`src/rtl/uart_shadow_pkg.sv`:
```
package uart_shadow_pkg;

  localparam int DW   = 8;
  localparam int NSRC = 7;

  // host register offsets (fixed by host software expectations)
  localparam logic [2:0] HA_DATA = 3'd0;
  localparam logic [2:0] HA_IER  = 3'd1;
  localparam logic [2:0] HA_IIR  = 3'd2;
  localparam logic [2:0] HA_LCR  = 3'd3;
  localparam logic [2:0] HA_MCR  = 3'd4;
  localparam logic [2:0] HA_LSR  = 3'd5;
  localparam logic [2:0] HA_MSR  = 3'd6;
  localparam logic [2:0] HA_SCR  = 3'd7;

  // notification flag positions
  localparam int NB_THR = 0;
  localparam int NB_DLL = 1;
  localparam int NB_DLM = 2;
  localparam int NB_FCR = 3;
  localparam int NB_LCR = 4;
  localparam int NB_MCR = 5;
  localparam int NB_RBR = 6;

  // identification codes
  localparam logic [3:0] ID_LINE = 4'h6;
  localparam logic [3:0] ID_RDA  = 4'h4;
  localparam logic [3:0] ID_TMO  = 4'hC;
  localparam logic [3:0] ID_THRE = 4'h2;
  localparam logic [3:0] ID_MDM  = 4'h0;
  localparam logic [3:0] ID_NONE = 4'h1;

  typedef struct packed {
    logic line;
    logic rda;
    logic tmo;
    logic thre;
    logic mdm;
  } irq_src_t;

  function automatic logic [3:0] rank_cause(input irq_src_t s);
    if (s.line)      return ID_LINE;
    else if (s.rda)  return ID_RDA;
    else if (s.tmo)  return ID_TMO;
    else if (s.thre) return ID_THRE;
    else if (s.mdm)  return ID_MDM;
    return ID_NONE;
  endfunction

  function automatic logic [7:0] line_view(input logic b7, input logic [4:0] low,
                                           input logic thr_full, input logic tsr_full);
    return {b7, ~thr_full & ~tsr_full, ~thr_full, low};
  endfunction

endpackage

```
`src/rtl/uart_shadow_host.sv`:
```
module uart_shadow_host
  import uart_shadow_pkg::*;
#(
  parameter int W = DW
) (
  input  logic         clk,
  input  logic         rst_n,
  input  logic         cs,
  input  logic         rd,
  input  logic         wr,
  input  logic [2:0]   addr,
  input  logic [W-1:0] wdata,
  input  logic [W-1:0] rbr,
  input  logic [W-1:0] lsr,
  input  logic [W-1:0] msr,
  input  logic [W-1:0] iir,
  output logic [W-1:0] rdata,
  output logic [W-1:0] lcr,
  output logic [W-1:0] mcr,
  output logic [W-1:0] ier,
  output logic [W-1:0] dll,
  output logic [W-1:0] dlm,
  output logic [W-1:0] fcr,
  output logic [W-1:0] scr,
  output logic [W-1:0] thr,
  output logic         ev_thr_wr,
  output logic         ev_dll_wr,
  output logic         ev_dlm_wr,
  output logic         ev_fcr_wr,
  output logic         ev_lcr_wr,
  output logic         ev_mcr_wr,
  output logic         ev_rbr_rd,
  output logic         ev_iir_rd
);

  logic wr_s, rd_s, dlab, ier_we, scr_we;

  always_comb begin
    wr_s      = cs & wr;
    rd_s      = cs & rd;
    dlab      = lcr[W-1];
    ev_thr_wr = wr_s && addr == HA_DATA && !dlab;
    ev_dll_wr = wr_s && addr == HA_DATA &&  dlab;
    ev_dlm_wr = wr_s && addr == HA_IER  &&  dlab;
    ier_we    = wr_s && addr == HA_IER  && !dlab;
    ev_fcr_wr = wr_s && addr == HA_IIR;
    ev_lcr_wr = wr_s && addr == HA_LCR;
    ev_mcr_wr = wr_s && addr == HA_MCR;
    scr_we    = wr_s && addr == HA_SCR;
    ev_rbr_rd = rd_s && addr == HA_DATA && !dlab;
    ev_iir_rd = rd_s && addr == HA_IIR;
  end

  always_ff @(posedge clk or negedge rst_n) begin
    if (!rst_n) begin
      lcr <= '0; mcr <= '0; ier <= '0; dll <= '0;
      dlm <= '0; fcr <= '0; scr <= '0; thr <= '0;
    end else begin
      if (ev_lcr_wr) lcr <= wdata;
      if (ev_mcr_wr) mcr <= wdata;
      if (ier_we)    ier <= wdata;
      if (ev_dll_wr) dll <= wdata;
      if (ev_dlm_wr) dlm <= wdata;
      if (ev_fcr_wr) fcr <= wdata;
      if (scr_we)    scr <= wdata;
      if (ev_thr_wr) thr <= wdata;
    end
  end

  always_comb begin
    unique case (addr)
      HA_DATA: rdata = dlab ? dll : rbr;
      HA_IER:  rdata = dlab ? dlm : ier;
      HA_IIR:  rdata = iir;
      HA_LCR:  rdata = lcr;
      HA_MCR:  rdata = mcr;
      HA_LSR:  rdata = lsr;
      HA_MSR:  rdata = msr;
      default: rdata = scr;
    endcase
  end

endmodule

```
`src/rtl/uart_shadow_tx.sv`:
```
module uart_shadow_tx #(
  parameter int W  = 8,
  parameter int TW = 8
) (
  input  logic          clk,
  input  logic          rst_n,
  input  logic          thr_we,
  input  logic [W-1:0]  thr,
  input  logic          tsr_rd,
  input  logic [TW-1:0] rld,
  output logic          thr_full,
  output logic          tsr_full,
  output logic [W-1:0]  tsr_data,
  output logic [TW-1:0] dly_cnt,
  output logic          xfer
);

  logic dly_done;

  always_comb begin
    dly_done = (dly_cnt == '0);
    xfer     = thr_full & ~tsr_full & dly_done;
  end

  always_ff @(posedge clk or negedge rst_n) begin
    if (!rst_n) begin
      thr_full <= 1'b0;
      tsr_full <= 1'b0;
      tsr_data <= '0;
      dly_cnt  <= '0;
    end else begin
      thr_full <= thr_we | (thr_full & ~xfer);
      tsr_full <= xfer | (tsr_full & ~tsr_rd);
      if (xfer) tsr_data <= thr;
      if (xfer)           dly_cnt <= rld;
      else if (!dly_done) dly_cnt <= dly_cnt - 1'b1;
    end
  end

endmodule

```
`src/rtl/uart_shadow_notify.sv`:
```
module uart_shadow_notify #(
  parameter int N = 7
) (
  input  logic         clk,
  input  logic         rst_n,
  input  logic [N-1:0] evt,
  input  logic         clr,
  input  logic         mask_we,
  input  logic [N:0]   mask_wd,
  output logic [N-1:0] flags,
  output logic [N:0]   mask,
  output logic         irq
);

  for (genvar i = 0; i < N; i++) begin : g_flag
    always_ff @(posedge clk or negedge rst_n) begin
      if (!rst_n)      flags[i] <= 1'b0;
      else if (clr)    flags[i] <= 1'b0;   // processor clear wins
      else if (evt[i]) flags[i] <= 1'b1;
    end
  end

  always_ff @(posedge clk or negedge rst_n) begin
    if (!rst_n)       mask <= '0;
    else if (mask_we) mask <= mask_wd;
  end

  assign irq = mask[N] & |(flags & mask[N-1:0]);

endmodule

```
`src/rtl/uart_shadow_iirgen.sv`:
```
module uart_shadow_iirgen
  import uart_shadow_pkg::*;
(
  input  logic       clk,
  input  logic       rst_n,
  input  logic [4:0] lsr_low,
  input  logic [3:0] msr_delta,
  input  logic [3:0] ier_en,
  input  logic       rx_tmo,
  input  logic       xfer,
  input  logic       thr_wr,
  input  logic       iir_rd,
  output logic [7:0] iir,
  output logic       pending
);

  logic     thre_pend;
  irq_src_t src;
  logic [3:0] code;

  always_comb begin
    src.line = ier_en[2] & |lsr_low[4:1];
    src.rda  = ier_en[0] & lsr_low[0];
    src.tmo  = ier_en[0] & rx_tmo;
    src.thre = ier_en[1] & thre_pend;
    src.mdm  = ier_en[3] & |msr_delta;
    code     = rank_cause(src);
    iir      = {4'b0, code};
    pending  = ~code[0];
  end

  always_ff @(posedge clk or negedge rst_n) begin
    if (!rst_n)                        thre_pend <= 1'b0;
    else if (thr_wr)                   thre_pend <= 1'b0;
    else if (xfer)                     thre_pend <= 1'b1;
    else if (iir_rd && code == ID_THRE) thre_pend <= 1'b0;
  end

endmodule

```
`src/rtl/uart_host_shadow.sv`:
```
module uart_host_shadow
  import uart_shadow_pkg::*;
#(
  parameter int TW = 8
) (
  input  logic       clk,
  input  logic       rst_n,
  input  logic       h_cs,
  input  logic       h_rd,
  input  logic       h_wr,
  input  logic [2:0] h_addr,
  input  logic [7:0] h_wdata,
  output logic [7:0] h_rdata,
  output logic       h_irq,
  output logic       h_irq_oe,
  input  logic       m_cs,
  input  logic       m_rd,
  input  logic       m_wr,
  input  logic [3:0] m_addr,
  input  logic [7:0] m_wdata,
  output logic [7:0] m_rdata,
  output logic       m_irq
);

  localparam int MW = NSRC + 1;

  // processor-side state
  logic [7:0]    rbr_q, msr_q;
  logic [4:0]    lsr_low;
  logic          lsr_b7, tmo_q;
  logic [TW-1:0] dly_rld;

  // host shadows
  logic [7:0] lcr, mcr, ier, dll, dlm, fcr, scr, thr, lsr_w, iir_w;
  logic ev_thr_wr, ev_dll_wr, ev_dlm_wr, ev_fcr_wr, ev_lcr_wr, ev_mcr_wr, ev_rbr_rd, ev_iir_rd;

  // transmit path
  logic          thr_full, tsr_full, xfer;
  logic [7:0]    tsr_data;
  logic [TW-1:0] dly_cnt;

  // notification
  logic [NSRC-1:0] evt, nflags;
  logic [MW-1:0]   nmask;

  // processor strobes
  logic m_we, m_re, stat_rd, tsr_rd, mask_we;

  always_comb begin
    m_we    = m_cs & m_wr;
    m_re    = m_cs & m_rd;
    stat_rd = m_re && m_addr == 4'd4;
    tsr_rd  = m_re && m_addr == 4'd3;
    mask_we = m_we && m_addr == 4'd5;
    lsr_w   = line_view(lsr_b7, lsr_low, thr_full, tsr_full);
  end

  always_comb begin
    evt         = '0;
    evt[NB_THR] = ev_thr_wr;
    evt[NB_DLL] = ev_dll_wr;
    evt[NB_DLM] = ev_dlm_wr;
    evt[NB_FCR] = ev_fcr_wr;
    evt[NB_LCR] = ev_lcr_wr;
    evt[NB_MCR] = ev_mcr_wr;
    evt[NB_RBR] = ev_rbr_rd;
  end

  always_ff @(posedge clk or negedge rst_n) begin
    if (!rst_n) begin
      rbr_q <= '0; msr_q <= '0; lsr_low <= '0; lsr_b7 <= 1'b0;
      tmo_q <= 1'b0; dly_rld <= '0;
    end else if (m_we) begin
      unique case (m_addr)
        4'd0:  rbr_q <= m_wdata;
        4'd1:  begin lsr_b7 <= m_wdata[7]; lsr_low <= m_wdata[4:0]; end
        4'd2:  msr_q <= m_wdata;
        4'd6:  dly_rld <= TW'(m_wdata);
        4'd13: tmo_q <= m_wdata[0];
        default: ;
      endcase
    end
  end

  uart_shadow_host #(.W(8)) u_host (
    .clk(clk), .rst_n(rst_n), .cs(h_cs), .rd(h_rd), .wr(h_wr),
    .addr(h_addr), .wdata(h_wdata),
    .rbr(rbr_q), .lsr(lsr_w), .msr(msr_q), .iir(iir_w),
    .rdata(h_rdata), .lcr(lcr), .mcr(mcr), .ier(ier), .dll(dll), .dlm(dlm),
    .fcr(fcr), .scr(scr), .thr(thr),
    .ev_thr_wr(ev_thr_wr), .ev_dll_wr(ev_dll_wr), .ev_dlm_wr(ev_dlm_wr),
    .ev_fcr_wr(ev_fcr_wr), .ev_lcr_wr(ev_lcr_wr), .ev_mcr_wr(ev_mcr_wr),
    .ev_rbr_rd(ev_rbr_rd), .ev_iir_rd(ev_iir_rd)
  );

  uart_shadow_tx #(.W(8), .TW(TW)) u_tx (
    .clk(clk), .rst_n(rst_n), .thr_we(ev_thr_wr), .thr(thr), .tsr_rd(tsr_rd),
    .rld(dly_rld), .thr_full(thr_full), .tsr_full(tsr_full),
    .tsr_data(tsr_data), .dly_cnt(dly_cnt), .xfer(xfer)
  );

  uart_shadow_notify #(.N(NSRC)) u_notify (
    .clk(clk), .rst_n(rst_n), .evt(evt), .clr(stat_rd),
    .mask_we(mask_we), .mask_wd(m_wdata[MW-1:0]),
    .flags(nflags), .mask(nmask), .irq(m_irq)
  );

  uart_shadow_iirgen u_iir (
    .clk(clk), .rst_n(rst_n), .lsr_low(lsr_low), .msr_delta(msr_q[3:0]),
    .ier_en(ier[3:0]), .rx_tmo(tmo_q), .xfer(xfer), .thr_wr(ev_thr_wr),
    .iir_rd(ev_iir_rd), .iir(iir_w), .pending(h_irq)
  );

  assign h_irq_oe = mcr[3];

  always_comb begin
    unique case (m_addr)
      4'd0:  m_rdata = rbr_q;
      4'd1:  m_rdata = lsr_w;
      4'd2:  m_rdata = msr_q;
      4'd3:  m_rdata = tsr_data;
      4'd4:  m_rdata = 8'(nflags);
      4'd5:  m_rdata = 8'(nmask);
      4'd6:  m_rdata = 8'(dly_rld);
      4'd7:  m_rdata = lcr;
      4'd8:  m_rdata = mcr;
      4'd9:  m_rdata = dll;
      4'd10: m_rdata = dlm;
      4'd11: m_rdata = fcr;
      4'd12: m_rdata = ier;
      4'd13: m_rdata = {7'b0, tmo_q};
      4'd14: m_rdata = scr;
      default: m_rdata = {6'b0, tsr_full, thr_full};
    endcase
  end

endmodule

```
`config.mk`:
```
export PLATFORM = sky130hd
export DESIGN_NAME = uart_host_shadow
export DESIGN_NICKNAME = d
export VERILOG_FILES = /design/src/rtl/uart_shadow_pkg.sv /design/src/rtl/uart_shadow_host.sv /design/src/rtl/uart_shadow_tx.sv /design/src/rtl/uart_shadow_notify.sv /design/src/rtl/uart_shadow_iirgen.sv /design/src/rtl/uart_host_shadow.sv
export SDC_FILE = /design/constraint.sdc
export NUM_CORES = 1
export LEC_CHECK = 0
export BUFFER_PORTS_ARGS = -buffer_cell sky130_fd_sc_hd__buf_2
export CAP_MARGIN = 20
export CORE_MARGIN = 3
export CORE_UTILIZATION = 38
export CTS_CLUSTER_DIAMETER = 150
export DETAILED_ROUTE_END_ITERATION = 10
export GPL_TIMING_DRIVEN = 1
export PLACE_DENSITY_LB_ADDON = 0.25
export SLEW_MARGIN = 40
export SYNTH_ARGS = -nofsm -noshare
export SYNTH_HDL_FRONTEND = slang
export SYNTH_SLANG_ARGS = --single-unit
```
`constraint.sdc`:
```
create_clock -name clk -period 1.8 [get_ports clk]
set_input_delay 0.36 -clock clk [delete_from_list [all_inputs] [get_ports clk]]
set_output_delay 0.36 -clock clk [all_outputs]
set_load 0.1 [all_outputs]
```
== After elaboration in Yosys (flattened, before gate mapping) ==
Cells that the tools add are included.
Widths: inputs -> output; s select.
Word-level totals
  flip-flop bits (word level): 129
  input bits: 31
  output and inout bits: 19
  logic and storage cells: 145
Operators by class
  $add $sub $neg: 1
  eq/ne operators: 23
  mux-type cells: 34
  bitwise logic cells: 23
  reduce and logical (&&, ||, !) cells: 37
Operators by type and width (count)
  $pmux 8 s15: 1
  $pmux 8 s7: 1
  $mux 8: 4
  $eq 4x4->1 const B: 7
  $mux 4: 6
  $mux 1: 22
  $logic_and 1x1->1: 17
  $eq 4x3->1 const B: 4
  $and 1x1->1: 15
  $reduce_bool 2->1: 7
  $eq 3x3->1 const B: 4
  $eq 4x2->1 const B: 3
  $reduce_and 2->1: 5
  $logic_not 8->1: 1
  $reduce_or 4->1: 2
  $sub 8x1->8 const B: 1
  $and 7x7->7: 1
  $reduce_or 7->1: 1
  $eq 3x2->1 const B: 2
  $not 1->1: 5
  $eq 4x1->1 const B: 1
  $logic_not 4->1: 1
  $eq 3x1->1 const B: 1
  $logic_not 3->1: 1
  4 further kinds: 5

== Logic depth before layout (Yosys ltp) ==
  depth after elaboration: 13
  mapped depth: 7
  gate-level depth less buffers: 6

== Cells and area by module ==
A second synthesis with hierarchy kept.
Second synthesis, totals
  cell total of the unflattened synthesis: 627
  area total of the unflattened synthesis: 7173.1 um2
By module, submodules not included
  uart_shadow_host: times used 1, cells each 251, area each 3200.6 um2, sequential area each 1601.5 um2
  uart_host_shadow: times used 1, cells each 240, area each 2402.3 um2, sequential area each 775.7 um2
  uart_shadow_tx: times used 1, cells each 73, area each 842.1 um2, sequential area each 450.4 um2
  uart_shadow_notify: times used 1, cells each 44, area each 561.8 um2, sequential area each 375.4 um2
  uart_shadow_iirgen: times used 1, cells each 19, area each 166.4 um2, sequential area each 25.0 um2

== Least setup slack after synthesis ==
OpenSTA, ideal clock, no wires.
  kind: input to output
  from: in m_addr[0]
  to: out m_rdata[6]
  arrival time: 4.613 ns
  data required time: 1.440 ns
  setup slack: -3.173 ns
  stages on the path: 5
  path buffers: 3
  cells stage by stage: buf_2 -> buf_1 -> buf_2 -> nand2_1 -> o311ai_0
Between the ends
  cells in the longest elaborated chain, start to end: 2
  elaborated cells between the ends (all ways): 16
  those cells by class: 14 x eq/ne; 1 x mux; 1 x reduce/logical
RTL lines
  start: declaration: RTL line uart_host_shadow.sv:19  | input logic [3:0] m_addr,
  $eq 4x4->1, or another cell as far along: RTL line uart_host_shadow.sv:117  | unique case (m_addr)
  $pmux 8 s15 *: RTL line uart_host_shadow.sv:117
  end: declaration: RTL line uart_host_shadow.sv:21  | output logic [7:0] m_rdata,
Every way passes the cells marked *; elsewhere a longest branch is shown, timed or not.

== Final worst setup path ==
  from: reg lsr_low[4]
  to: out h_rdata[2]
Between the ends
  cells in the longest elaborated chain, start to end: 5
  elaborated cells between the ends (all ways): 6
  those cells by class: 4 x mux; 1 x bitwise; 1 x reduce/logical
RTL lines
  start: declaration: RTL line uart_host_shadow.sv:29  | logic [4:0] lsr_low;
  start signal: assignment: RTL line uart_host_shadow.sv:76  | 4'd1: begin lsr_b7 <= m_wdata[7]; lsr_low <= m_wdata[4:0]; end
  $reduce_or 4->1 *: RTL line uart_shadow_iirgen.sv:22  | src.line = ier_en[2] & |lsr_low[4:1];
  $and 1x1->1 *: RTL line uart_shadow_iirgen.sv:22
  $mux 4 or $mux 1 (tied branches): RTL line uart_shadow_pkg.sv:42  | if (s.line) return ID_LINE;
  $mux 4 *: RTL line uart_shadow_pkg.sv:47  | return ID_NONE;
  $pmux 8 s7 *: RTL line uart_shadow_host.sv:71  | unique case (addr)
  end: declaration: RTL line uart_host_shadow.sv:13  | output logic [7:0] h_rdata,
Marked as above.

==> flow_summary.ini <==
[run_status]
status = finished, violations left
violations = negative setup slack

[logic_synthesis]
ys_seq_area_share_pct = 47.0
synth.distinct_cells = 57
syn_area_um2 = 6870
syn_avg_cell_area_um2 = 11.4
async_reset_ff_share_pct = 100
synth-edff-count = 0
syn_inst = 604
synth_nets = 636
synth_ff_type = dfrtp_1
ys_ff_latch = 129
yosysWarnings = 0

[sta]
fin_skew_ns = 0.00650
setup_viol = 18
worst_pin_slew_ns = 0.555
drv_slew = 0
post-route-min-period_ns = 2.71
relSlewSlack_pct = 63.0
finalCritPeriodShare_pct = 151
hold_viol = 0
rsz0062_at_grt = true
timing.final.ws_setup_ns = -0.911
fmax_ghz = 0.369

[drt]
vias = 6010
firstDrtPassIters = 5
wl_per_cell_um = 23.7
drt.antenna.violating_nets = 0
drt-total-wl_mm = 24.5
drc = 0
drt_iter0_drc = 565
viasPerCell = 5.81

[floorplan]
start_util_pct = 39.3
die_w_um = 140
die_h_um = 140
rows = 48
ios = 50
die_area_um2 = 19700
core-area_um2 = 17500

[power]
powerDensity_nw_per_um2 = 1240
leakagePower_uw = 0.00441
peakVddDrop_mv = 1.09
power_uw = 12400

[setup_path]
arrival_ns = 2.35
startpoint_type = flip-flop
rrSetupSlack_ns = 0.02
critical_path_class = flip-flop to primary output
worstPathRequired_ns = 1.44
crit_path_end_kind = primary output
crit_fanout = 2

[global_routing]
antenna_found_initial = 0
grt_pass1_vias = 6142
grt_pass1_wl_mm = 37.8
grt_max_degree = 54
grt_usage_pct = 25.4
gr-usage-met2_pct = 38.4
grt_util_met3_pct = 5.29
top_usage_layer = met2
grt_overflow_total = 0
use_met1_pct = 36.9

[clocking]
cts_tree = done
htree_levels = 4
cts_sinks = 129
clk_path_buf_depth = 2
numCtsBuffers = 17
cts.clk_slew.worst_paths_ns = 0.06
cts_root_buf = clkbuf_16
clkLatencyLatePin_ns = 0.43

[min_path]
hold_class = primary input to flip-flop

[final_layout]
most-common-layout-cells = 136 x buf_4, 127 x dfrtp_1, 121 x mux2_2
nets = 828
drive_above_1_share_pct = 55.7
antenna_cells = 0
final_area_um2 = 10000
final_common_cell = buf_4
syn_to_final_growth_pct = 45.7

[placed_design]
place_area_um2 = 8950
gp_congestion = 0.966
dp_hpwl_mm = 18.8
port_buffers = 49
dp_slack_ns = -0.538

[flow_run]
cap_viol_max_count = 0
==> power by group <==
group          leakage [uW]  internal [uW]  switching [uW]
registers           0.00162           3630             732
clock network      0.000303           2420            1300
logic               0.00249           2040            2280
total               0.00441           8090            4310
==> routing by layer <==
layer,part of all wire (%),up-vias
met2,45,242
met3,6.7,28
li1,-,2693
met1,46,3047
met4,1.8,0
met5,0,-
==> metrics by stage <==
| step | hold slack (ns) | utilization [%] | TNS, ns | instances |
|---|---|---|---|---|
| floorplan | 0.0644 | - | -3.98 | 604 |
| global placement | 0.370 | 51.2 | -16.82 | 998 |
| detailed placement | 0.378 | 51.2 | -17.24 | 998 |
| CTS | 0.213 | 56.7 | -8.49 | 1035 |
| global route | 0.234 | 57.3 | -9.28 | 1034 |
| finish | 0.222 | 57.3 | -8.27 | 1034 |
==> synth_stat cells, types with 12 or more instances <==
master   number  share of area, %
nor2b_1      12               1.1
nand2_1      35               1.9
o21ai_0      23               1.7
nand3_1      16               1.2
inv_1        12              0.66
a21oi_1      26               1.9
buf_2        16               1.2
mux2i_1      24               3.5
mux2_2      127                21
nor2_1       38               2.1
dfrtp_1     129                47
==> kinds of logic (layout without fill, tap and decap cells) <==
family                   Yosys count  after routing  synth area share, %
adder cells (fa/ha/maj)            1              1                0.182
flip-flops                       129            129                 47.0
XOR/XNOR                           2              2                0.255
buffers and inverters             44            249                 2.70
multiplexers                     156            156                 26.0
AO/OA/AOI/OAI                    131            131                 13.4
AND/OR/NAND/NOR                  141            141                 10.5
==> layout make-up <==
class,instances,area [um^2]
fill,1449,7470
multi-input combinational,431,3970
sequential,129,3230
timing repair buffer,204,1840
clock buffer,23,478
tap,225,282
clock inverter,9,154
inverter,13,51.3
==> worst max-delay path, stage by stage, from the launching register on <==
cell	delay (ns)
dfrtp_1	0.41
o41ai_4	0.47
nand2_2	0.11
mux4_2	0.48
mux2_4	0.28
buf_12	0.17
==> what timing repair did <==
action | CTS | global route
endpoints found under the hold margin | 50 | 0
setup buffers | 4 | 2
cloned | 1 | 0
hold buffers | 1 | 0
gates resized for setup | 62 | 30
pin swaps | 21 | 24
endpoints found under the setup margin | 19 | 25
==> path summary, 6_finish.rpt <==
check | startpoint | end | depth (start not counted)
worst max-delay path | lsr_low[4]$_DFFE_PN0P_ | h_rdata[2] | 5
min in group asynchronous | rst_n | u_tx.dly_cnt[5]$_DFFE_PN0P_ | 2
max in group asynchronous | rst_n | u_host.mcr[3]$_DFFE_PN0P_ | 3
worst max register to register | u_tx.dly_cnt[0]$_DFFE_PN0P_ | u_tx.dly_cnt[7]$_DFFE_PN0P_ | 4
worst min-delay path | m_wdata[7] | rbr_q[7]$_DFFE_PN0P_ | 2
worst min register to register | u_host.thr[6]$_DFFE_PN0P_ | u_host.thr[6]$_DFFE_PN0P_ | 1
Note: power is estimated with default switching activity, not from simulation.
